===== src/rtl/irq_latch_pkg.sv =====
package irq_latch_pkg;
  localparam int ST_W      = 8;
  localparam int ER_W      = 8;
  localparam int NUM_PWM   = 3;
  localparam int ST_KEY    = 0;
  localparam int ST_ERR    = 3;
  localparam int ST_NOINIT = 4;
  localparam int ST_PWM0   = 5;
  localparam logic [ER_W-1:0] ER_VALID = 8'h47;
  localparam logic [ST_W-1:0] ST_RESET = ST_W'(1) << ST_NOINIT;
endpackage


===== src/rtl/irq_status_reg.sv =====
module irq_status_reg
  import irq_latch_pkg::*;
(
  input  logic               clk,
  input  logic               rst_n,
  input  logic               key_evt_i,
  input  logic [NUM_PWM-1:0] pwm_end_i,
  input  logic               err_evt_i,
  input  logic               cfg_wr_i,
  input  logic               rd_i,
  output logic [ST_W-1:0]    status_o
);
  logic [ST_W-1:0] status_q, status_d, set_vec;
  logic            clr_en, upd_en;

  always_comb begin
    set_vec = '0;
    set_vec[ST_KEY] = key_evt_i;
    set_vec[ST_ERR] = err_evt_i;
    for (int k = 0; k < NUM_PWM; k++) begin
      set_vec[ST_PWM0 + k] = pwm_end_i[k];
    end
  end

  always_comb begin
    clr_en   = cfg_wr_i | (rd_i & ~status_q[ST_NOINIT]);
    status_d = (clr_en ? '0 : status_q) | set_vec;
    upd_en   = clr_en | (|set_vec);
  end

  always_ff @(posedge clk or negedge rst_n) begin
    if (!rst_n)      status_q <= ST_RESET;
    else if (upd_en) status_q <= status_d;
  end

  assign status_o = status_q;

  assert_noinit_hold_R6: assert property (@(posedge clk) disable iff (!rst_n)
    (rd_i && status_q[ST_NOINIT] && !cfg_wr_i) |=> ((status_q & $past(status_q)) == $past(status_q)));
  assert_read_clear_R6: assert property (@(posedge clk) disable iff (!rst_n)
    (rd_i && !status_q[ST_NOINIT] && !key_evt_i && !err_evt_i && pwm_end_i == '0) |=> (status_q == '0));
  assert_cfg_clear_R7: assert property (@(posedge clk) disable iff (!rst_n)
    cfg_wr_i |=> !status_q[ST_NOINIT]);
  assert_event_survives_R9: assert property (@(posedge clk) disable iff (!rst_n)
    key_evt_i |=> status_q[ST_KEY]);
  assert_err_sets_status_R4: assert property (@(posedge clk) disable iff (!rst_n)
    err_evt_i |=> status_q[ST_ERR]);
endmodule


===== src/rtl/irq_error_reg.sv =====
module irq_error_reg
  import irq_latch_pkg::*;
(
  input  logic            clk,
  input  logic            rst_n,
  input  logic [ER_W-1:0] err_cause_i,
  output logic [ER_W-1:0] error_o,
  output logic            err_evt_o
);
  logic [ER_W-1:0] error_q, error_d, accepted;
  logic            upd_en;

  always_comb begin
    accepted = err_cause_i & ER_VALID;
    upd_en   = |accepted;
    error_d  = error_q | accepted;
  end

  always_ff @(posedge clk or negedge rst_n) begin
    if (!rst_n)      error_q <= '0;
    else if (upd_en) error_q <= error_d;
  end

  assign error_o   = error_q;
  assign err_evt_o = upd_en;

  assert_sticky_R8: assert property (@(posedge clk) disable iff (!rst_n)
    ((error_q & $past(error_q)) == $past(error_q)));
  assert_valid_only_R3: assert property (@(posedge clk) disable iff (!rst_n)
    ((error_q & ~ER_VALID) == '0));
endmodule


===== src/rtl/irq_status_latch.sv =====
module irq_status_latch
  import irq_latch_pkg::*;
(
  input  logic               clk,
  input  logic               rst_n,
  input  logic               key_evt_i,
  input  logic [NUM_PWM-1:0] pwm_end_i,
  input  logic [ER_W-1:0]    err_cause_i,
  input  logic               cfg_wr_i,
  input  logic               rd_status_i,
  input  logic               rd_error_i,
  output logic [ST_W-1:0]    rd_data_o,
  output logic [ST_W-1:0]    status_o,
  output logic [ER_W-1:0]    error_o,
  output logic               irq_n_o
);
  logic [1:0] rst_pipe;
  logic       rst_sync_n;
  logic       err_evt;

  always_ff @(posedge clk or negedge rst_n) begin
    if (!rst_n) rst_pipe <= '0;
    else        rst_pipe <= {rst_pipe[0], 1'b1};
  end
  assign rst_sync_n = rst_pipe[1];

  irq_error_reg u_err (
    .clk(clk), .rst_n(rst_sync_n), .err_cause_i(err_cause_i),
    .error_o(error_o), .err_evt_o(err_evt)
  );

  irq_status_reg u_st (
    .clk(clk), .rst_n(rst_sync_n), .key_evt_i(key_evt_i), .pwm_end_i(pwm_end_i),
    .err_evt_i(err_evt), .cfg_wr_i(cfg_wr_i), .rd_i(rd_status_i), .status_o(status_o)
  );

  assign irq_n_o = ~(|status_o);

  always_comb begin
    if (rd_status_i)     rd_data_o = status_o;
    else if (rd_error_i) rd_data_o = ST_W'(error_o);
    else                 rd_data_o = '0;
  end

  assert_key_raises_irq_R5: assert property (@(posedge clk) disable iff (!rst_sync_n)
    key_evt_i |=> !irq_n_o);
  assert_rderr_keeps_R8: assert property (@(posedge clk) disable iff (!rst_sync_n)
    (rd_error_i || cfg_wr_i) |=> ((error_o & $past(error_o)) == $past(error_o)));
endmodule


===== config.mk =====
export PLATFORM = sky130hd
export DESIGN_NAME = irq_status_latch
export DESIGN_NICKNAME = d
export VERILOG_FILES = /design/src/rtl/irq_latch_pkg.sv /design/src/rtl/irq_status_reg.sv /design/src/rtl/irq_error_reg.sv /design/src/rtl/irq_status_latch.sv
export SDC_FILE = /design/constraint.sdc
export NUM_CORES = 1
export LEC_CHECK = 0
export BUFFER_PORTS_ARGS = -buffer_cell sky130_fd_sc_hd__buf_2
export CAP_MARGIN = 20
export CORE_MARGIN = 2
export CORE_UTILIZATION = 36
export CTS_CLUSTER_DIAMETER = 150
export DETAILED_ROUTE_END_ITERATION = 16
export PLACE_DENSITY = 0.75
export SETUP_SLACK_MARGIN = 0.5
export SLEW_MARGIN = 40
export SYNTH_ARGS = -nofsm -noshare
export SYNTH_HDL_FRONTEND = slang
export SYNTH_SLANG_ARGS = --single-unit

===== constraint.sdc =====
create_clock -name clk -period 1.2 [get_ports clk]
set_input_delay 0.06 -clock clk [delete_from_list [all_inputs] [get_ports clk]]
set_output_delay 0.06 -clock clk [all_outputs]
set_load 0.01 [all_outputs]

==> metrics.txt <==
outcome=finished, violations left; violated checks=hold timing, setup timing; combinational fraction of design power=17.5%; Chip Height=42.0 um; LEAKAGE=0.437 nW; chip width=42.0 um; GPL Wtd Cong=0.760; Synth Cell Area=520 sq um; port bufs=31; PnR worst setup slack=-0.310 ns; Crit Path Class=register to primary output; Yosys cell types=14; routed vias/inst=4.76; post-route clock skew=0.000666 ns; most instantiated cells after synthesis=dfrtp_1 (11), and2_1 (6), buf_4 (6); drt pass-1 iters=2; antenna fix cells=0; synth top area cells=dfrtp_1 (53%), buf_4 (8.7%), and2_1 (7.2%), a31o_2 (6.7%), dfstp_2 (5.0%); Syn Inst Count=44; remaining global-route overflow=0; htree depth=1; CP Capture Point=irq_n_o; Hold Vio Cnt, Final=7; Required @ worst endpoint=1.14 ns; area grow syn2layout=74.0%; ys async rst share=100%; Row Count=13; Fin Hold WS=-0.0280 ns; Worst-Skew Late Latency=0.28 ns; All-Layer GR Usage=16.8%; Sw Ratio=25.4%; first-pass GRT wire length=2130 um; wire per inst=13.6 um; Max Cap Violations=0; post-synthesis sequential area ratio=57.9%; Setup Viol. Count Final=3; clk slew on worst S/H paths=0.08 ns; largest net degree at the start of global routing=11; nets=107; crit path cell chain=or4_4, nor3_2, buf_2; root buffer cell=clkbuf_4; vias in the first global route=455; M1 WL=561 um; RSZ-0062 raised after global routing=true; EDFF count, synth=0; Starting Density=39.0%; ys flop type=dfrtp_1; Yosys Warn Count=0; Peak supply drop=654 uV; Max clock buf depth=2; share of layout cells above drive strength 1=64.0%; number of CTS-inserted buffers=3; Vias=495; CP Launch Type=register; TritonCTS clock tree=built; count leader, synth=dfrtp_1; Fill cells=114; HPWL Detailed=977 um; number of synthesized register bits=12; Syn Area/Cell=11.8 sq um; DRC viols=0; core box area=1330 sq um; Synth top area share=52.9%; Hold Crit Class=input pin to register; switching power=235 uW; initial antenna violation count=0; Arr. time, crit path=1.45 ns; Crit. End Element=primary output; CTS sink cnt=12; uppermost routed layer=met4; CP startpoint=u_st.status_o[3]; min Tclk post-route=1.51 ns; Starting DRT DRC Count=2; Seq pwr share=46.8%; io pins=42; final worst path period share=126%; Crit path largest cell delay=0.53 ns; P_int=691 uW; Final ANT Viol Nets=0; R2R depth=3; Yosys top cell by area=dfrtp_1; Reg-to-Reg End=u_st.status_o[5]; Worst Path Max Fanout=2; fmax=0.662 GHz; met3 wire length=69 um; Clk pwr share=35.7%; die area=1770 sq um; Max Slew Vio Count=0; pre-CTS setup slack=-0.000445 ns; Final Core Density=67.9%; cts hold-fix bufs=2; Reg-to-Reg Start=u_st.status_o[5]; power per standard cell area=1020 nW/um^2; WL met2=740 um; Reg2Reg Setup Slack=0.18 ns; routed wire length=1410 um; CP max stage cell=or4_4
[layout by cell type (no fill, tap or decap), types with 2 or more instances in the layout]
master,n
a22o_1,2
dlygate4sd3_1,2
buf_2,26
clkbuf_4,3
dfrtp_1,11
buf_4,4
conb_1,7
or2_4,4
and2_1,5
buf_6,10
nor2b_1,2
a31o_4,4
[sequential cells by signal, indices dropped and copies added, names as in the netlist]
name,flops
u_err.error_o,4
u_st.status_o,6
rst_pipe,2
[cell type report]
cell class	instances	area [sq um]	share of cell area (%)
clock buffers	4	36.3	4.01
inverters	1	3.75	0.414
well taps	15	18.8	2.07
multi-input cells	30	253	27.9
flip-flops and latches	12	302	33.3
repair buffers	42	293	32.3
[kinds of logic after synthesis]
| group | after synthesis | share of synthesized area [%] |
|---|---|---|
| DFF | 12 | 57.9 |
| and+or+nand+nor | 16 | 19.5 |
| buffers and inverters | 7 | 9.37 |
| AOI/OAI and AO/OA | 7 | 11.8 |
| other | 2 | 1.44 |
[critical path: cells and delay by family, from the launching register on]
kind,cells,cell delay (ns)
flip-flops,1,0.39
buffers and inverters,1,0.15
AND/OR/NAND/NOR,2,0.64
[repair_timing]
item	CTS	global route
pin swaps	1	1
endpoints found under the hold margin	10	7
resized for setup	10	3
setup endpoints to repair	29	29
setup buffers	4	1
[worst min path at each step]
stage | start | slack (ns) | end | cells past startpoint
6_report | pwm_end_i[2] | -0.03 | u_st.status_o[7] | 2
5_1_grt | pwm_end_i[2] | -0.03 | u_st.status_o[7] | 2
4_1_cts | key_evt_i | -0.04 | u_st.status_o[0] | 2
3_5_place_dp | rst_n | -0.15 | rst_pipe[0] | 1
3_3_place_gp | rst_n | -0.16 | rst_pipe[0] | 1
2_1_floorplan | rst_n | -0.24 | rst_pipe[0] | 0
[routing by layer]
layer	vias to the layer above	global-route usage [%]
met3	5	3.88
met4	0	11.3
li1	230	-
met5	-	0
met2	19	27.8
met1	241	19.2
[stage by stage]
step                hold slack [ns]  instance area (sq um)  power (mW)  setup TNS [ns]  cells
global route                -0.0328                    906       0.969          -0.562    104
CTS                         -0.0376                    882       0.926          -0.451    103
finish                      -0.0280                    906       0.926          -0.430    104
detailed placement           -0.151                    741       0.567       -0.000445     93
global placement             -0.155                    741       0.563       -0.000885     93
floorplan                    -0.236                    582       0.511               0     49
[power by group through the flow]
stage	clock network [mW]	logic, mW	registers, mW
6_report	0.331	0.162	0.433
5_1_grt	0.359	0.174	0.436
4_1_cts	0.339	0.154	0.432
3_5_place_dp	0	0.127	0.440
3_3_place_gp	0	0.125	0.438
2_1_floorplan	0	0.0669	0.444
(Power assumes the default switching activity.)
